--- src/rtl/table_fsm.sv ---
module table_fsm #(
  parameter int SW = 3,
  parameter int CW = 6,
  parameter int FW = 4
) (
  input  logic          clk,
  input  logic          rst,
  input  logic [CW-1:0] cond_i,
  output logic [SW-1:0] state_o,
  output logic [FW-1:0] flags_o
);
  localparam int AW    = SW + CW;
  localparam int DEPTH = 1 << AW;
  localparam int DW    = SW + FW;

  localparam logic [SW-1:0] ST_IDLE   = SW'(0);
  localparam logic [SW-1:0] ST_SETUP  = SW'(1);
  localparam logic [SW-1:0] ST_DECIDE = SW'(2);
  localparam logic [SW-1:0] ST_PATHA  = SW'(3);
  localparam logic [SW-1:0] ST_PATHB  = SW'(4);
  localparam logic [SW-1:0] ST_COMMIT = SW'(5);
  localparam logic [SW-1:0] ST_DONE   = SW'(6);

  function automatic logic [SW-1:0] spec_next(logic [SW-1:0] s, logic [CW-1:0] c);
    logic [SW-1:0] n;
    n = ST_IDLE;
    case (s)
      ST_IDLE:   n = c[0] ? ST_SETUP : ST_IDLE;
      ST_SETUP:  n = c[5] ? ST_IDLE : (c[1] ? ST_DECIDE : ST_SETUP);
      ST_DECIDE: n = c[5] ? ST_IDLE : (c[2] ? ST_PATHA : (c[3] ? ST_PATHB : ST_DECIDE));
      ST_PATHA:  n = c[5] ? ST_IDLE : (c[4] ? ST_COMMIT : ST_PATHA);
      ST_PATHB:  n = c[5] ? ST_IDLE : (c[4] ? ST_COMMIT : ST_PATHB);
      ST_COMMIT: n = c[5] ? ST_IDLE : (c[1] ? ST_DONE : ST_COMMIT);
      default:   n = ST_IDLE;
    endcase
    return n;
  endfunction

  function automatic logic [FW-1:0] spec_flags(logic [SW-1:0] s);
    logic [FW-1:0] f;
    f = '0;
    f[0] = (s == ST_IDLE);
    f[1] = (s >= ST_SETUP) && (s <= ST_COMMIT);
    f[2] = (s == ST_DONE);
    f[3] = (s == ST_PATHB);
    return f;
  endfunction

  function automatic logic [DW-1:0] entry(int a);
    logic [AW-1:0]  av;
    logic [SW-1:0]  nx;
    av = AW'(a);
    nx = spec_next(av[AW-1:CW], av[CW-1:0]);
    return {spec_flags(nx), nx};
  endfunction

  localparam logic [DW-1:0] RESET_WORD = {spec_flags(ST_IDLE), ST_IDLE};

  logic [DW-1:0] rom [DEPTH];

  for (genvar g = 0; g < DEPTH; g++) begin : g_rom
    assign rom[g] = entry(g);
  end

  logic [DW-1:0] word_q;

  always_ff @(posedge clk) begin
    if (rst) word_q <= RESET_WORD;
    else     word_q <= rom[{word_q[SW-1:0], cond_i}];
  end

  assign state_o = word_q[SW-1:0];
  assign flags_o = word_q[DW-1:SW];

  p_reset_idle_r1: assert property (@(posedge clk) rst |=> (state_o == ST_IDLE));

  p_no_code7_r2: assert property (@(posedge clk) disable iff (rst)
    state_o != SW'(7));

  p_idle_hold_r3: assert property (@(posedge clk) disable iff (rst)
    (state_o == ST_IDLE && !cond_i[0]) |=> (state_o == ST_IDLE));

  p_abort_wins_r4: assert property (@(posedge clk) disable iff (rst)
    (state_o >= ST_SETUP && state_o <= ST_COMMIT && cond_i[5]) |=> (state_o == ST_IDLE));

  p_done_exit_r7: assert property (@(posedge clk) disable iff (rst)
    (state_o == ST_DONE) |=> (state_o == ST_IDLE));

  p_flag_class_r8: assert property (@(posedge clk) disable iff (rst)
    $countones(flags_o[2:0]) == 1);
endmodule

--- config.mk ---
export PLATFORM = sky130hd
export DESIGN_NAME = table_fsm
export DESIGN_NICKNAME = d
export VERILOG_FILES = /design/src/rtl/table_fsm.sv
export SDC_FILE = /design/constraint.sdc
export NUM_CORES = 1
export LEC_CHECK = 0
export CORE_AREA = 2 2 39 41
export CTS_CLUSTER_SIZE = 14
export DETAILED_ROUTE_END_ITERATION = 10
export DIE_AREA = 0 0 41 43
export GPL_TIMING_DRIVEN = 0
export HOLD_SLACK_MARGIN = 0.02
export PLACE_DENSITY_LB_ADDON = 0.3
export REMOVE_ABC_BUFFERS = 1
export SETUP_SLACK_MARGIN = 0.02
export SYNTH_ARGS = -nofsm -noshare
export SYNTH_HDL_FRONTEND = slang
export SYNTH_SLANG_ARGS = --single-unit
--- constraint.sdc ---
create_clock -name clk -period 1.5 [get_ports clk]
set_clock_uncertainty 0.1 [all_clocks]
set_input_delay 0.3 -clock clk [delete_from_list [all_inputs] [get_ports clk]]
set_output_delay 0.3 -clock clk [all_outputs]
set_load 0.01 [all_outputs]
==> impl_metrics.tcl <==
set metrics [dict create \
    path_class "input pin to flip-flop" \
    wire_per_inst_um 11.6 \
    worst-path-stages 4 \
    n_fill_cell 152 \
    gp_congestion 0.836 \
    pwr-share-clk_pct 37.2 \
    max_freq_mhz 723 \
    vias_per_cell 5.01 \
    final_hold_viol_count 0 \
    htreeDepth 1 \
    cts_sinks 7 \
    cpPeakStageDelay_ps 450 \
    clkLatencyLatePin_ps 250 \
    synth_enable_flop_cells 0 \
    top_regs "word_q x7" \
    pwr_density_cell_mw_per_mm2 869 \
    finalCritPeriodShare_pct 92.2 \
    crit_path_cell_trace "clkdlybuf4s50_1 -> or3b_4 -> o21a_1 -> o32ai_2" \
    firstDrtPassIters 6 \
    hold_path_class "flip-flop to flip-flop" \
    switchingPower_mw 0.113 \
    r2r_cells 3 \
    status "finished, final reports clean" \
    ant_nets 0 \
    p_sw_share_pct 24.5 \
    critPathBufInv 1 \
    via_count 351 \
    final_cells 70 \
    comb_power_share_pct 18.4 \
    track_usage_pct 10.3 \
    antenna_cells 0 \
    seqCellArea_um2 149 \
    synth.top_cell.area_share_pct 38.6 \
    synth.yosys.warnings 0 \
    cp.arrival_ps 1440 \
    coreArea_mm2 0.00138 \
    largest_reg_flops 7 \
    rows 14 \
    cp_slowest_cell "clkdlybuf4s50_1" \
    finalSetupViolations 0 \
    period_minus_slack_ps 1380 \
    ys_ff_latch 7 \
    synth_cell_types 20 \
    path_delay_family "buffers and inverters" \
    synth_commonest_cells "dfxtp_1, a21oi_1, nand2b_1, nor2_1, nor3_1" \
    antenna_found_initial 0 \
    crit_path_end_kind "flip-flop" \
    fin_util_pct 38.2 \
    required_ps 1560 \
    yosysMostFrequentCell "dfxtp_1" \
    synth_area_um2 363 \
    syn_avg_cell_area_um2 9.30 \
    io_pins 15 \
    cts_buffer_depth 2 \
    max-cap-violations 0 \
    worst_pin_slew_ps 258 \
    grt_start_max_net_pins 12 \
    hold_ws_ps 414 \
    drc_errors 0 \
    start_util_pct 26.2 \
    die_y_um 43 \
    rsz0062_at_grt "false" \
    cts_tree "built" \
    synth-seq-area-share_pct 38.6 \
    port-buffer-count 14 \
    drt_iter0_drc 12 \
    routed_wl_um 815 \
    start_kind "input pin" \
    slew-limit-headroom_pct 82.8 \
    grt_pass1_wl_mm 1.20 \
    startpoint "cond_i[0]" \
    dp.cells 66 \
    p_leak_nw 0.236 \
    path_clk_slew_ps 50 \
    cts-root-buf "clkbuf_4" \
    crit_fanout 3 \
    grt-ovfl-total 0 \
    drive_gt1_share_pct 22.2 \
    hp-start "word_q[0]" \
    power_frac_seq_pct 44.4 \
    hpwl_um 563 \
    die_x_um 41 \
    async_reset_ff_share_pct 0 \
    final_nets 63 \
    largest_register "word_q" \
    synthCells 39 \
    yosysTopAreaCell "dfxtp_1" \
    ir_drop_v 0.000260 \
    r2r_start "word_q[0]" \
    grt_pass1_vias 303 \
    cts_setup_buffers 0 \
    multiInputGateArea_um2 191 \
    internal_power_mw 0.347 \
    dieArea_mm2 0.00176 \
    ys.flop_type "dfxtp_1" \
    whs_path_depth 1 \
    cts_inserted_buffers 3 \
    drv_slew 0 \
    synth_area_leaders "dfxtp_1, buf_6, a21oi_1, o32a_1, nand2b_1" \
    syn_to_final_growth_pct 45.9 \
]
==> cell usage in the layout (no fill, tap or decap) <==
master / synthesis / final
o21a_1: 1 / 1
and2_2: 1 / 1
nand2_1: 2 / 2
nor3b_1: 1 / 1
o21bai_1: 2 / 2
o21ba_2: 1 / 1
dfxtp_1: 7 / 4
or3b_4: 1 / 1
o32a_1: 2 / 2
nand2b_1: 3 / 3
clkbuf_1: 0 / 1
dlygate4sd2_1: 0 / 5
a21o_2: 1 / 1
clkbuf_4: 0 / 3
o32ai_1: 1 / 1
nor2_1: 3 / 3
nor3_1: 3 / 3
dfxtp_4: 0 / 2
clkdlybuf4s50_1: 0 / 7
a21oi_1: 4 / 4
inv_1: 1 / 1
or2_2: 1 / 1
dfxtp_2: 0 / 1
o32ai_2: 1 / 1
dlymetal6s2s_1: 0 / 2
==> power groups by stage <==
stage / clock network, mW / registers [mW] / logic [mW]
3_5_place_dp: 0 / 0.210 / 0.0888
5_1_grt: 0.185 / 0.206 / 0.0921
2_1_floorplan: 0 / 0.212 / 0.0409
4_1_cts: 0.174 / 0.204 / 0.0851
3_3_place_gp: 0 / 0.210 / 0.0890
6_report: 0.171 / 0.204 / 0.0847
==> path summary, 6_finish.rpt <==
| kind | end | slack [ps] |
|---|---|---|
| min | word_q[6] | 410 |
| min reg2reg | word_q[6] | 410 |
| max | word_q[0] | 120 |
| max reg2reg | word_q[0] | 220 |
==> cell type report <==
type	count	share of cell area (%)
sequential	7	28.1
timing repair buffer	14	26.2
multi-input combinational	28	36.2
clock buffer	4	4.96
inverter	1	0.709
tap	16	3.78
==> per-layer routing <==
layer / up-vias / routed length (um) / track usage (%)
li1: 171 / - / -
met1: 154 / 367 / 14.1
met2: 22 / 353 / 11.9
met3: 4 / 71 / 2.09
met4: 0 / 23 / 11.3
met5: - / 0 / 0
==> cell families after synthesis <==
kind of cell	after synthesis	share of synthesized area, %
and+or+nand+nor	15	23.5
AOI/OAI and AO/OA	13	29.3
DFF	7	38.6
buffers and inverters	4	8.62
==> timing repair <==
action	CTS	global route
hold buffers	0	0
cloned	0	0
gates resized for setup	10	2
endpoints found under the setup margin	5	2
pin swaps	0	0
==> through the flow <==
step                      TNS, ps  cell area [um2]  power, mW  worst slack (ps)
after floorplan                 0              335      0.253               212
after global placement       -365              495      0.299              -144
after detailed placement     -309              495      0.299              -127
after CTS                       0              524      0.464              23.1
after global routing            0              529      0.483              88.5
final                           0              529      0.460               118
Note: power is estimated with default switching activity, not from simulation.
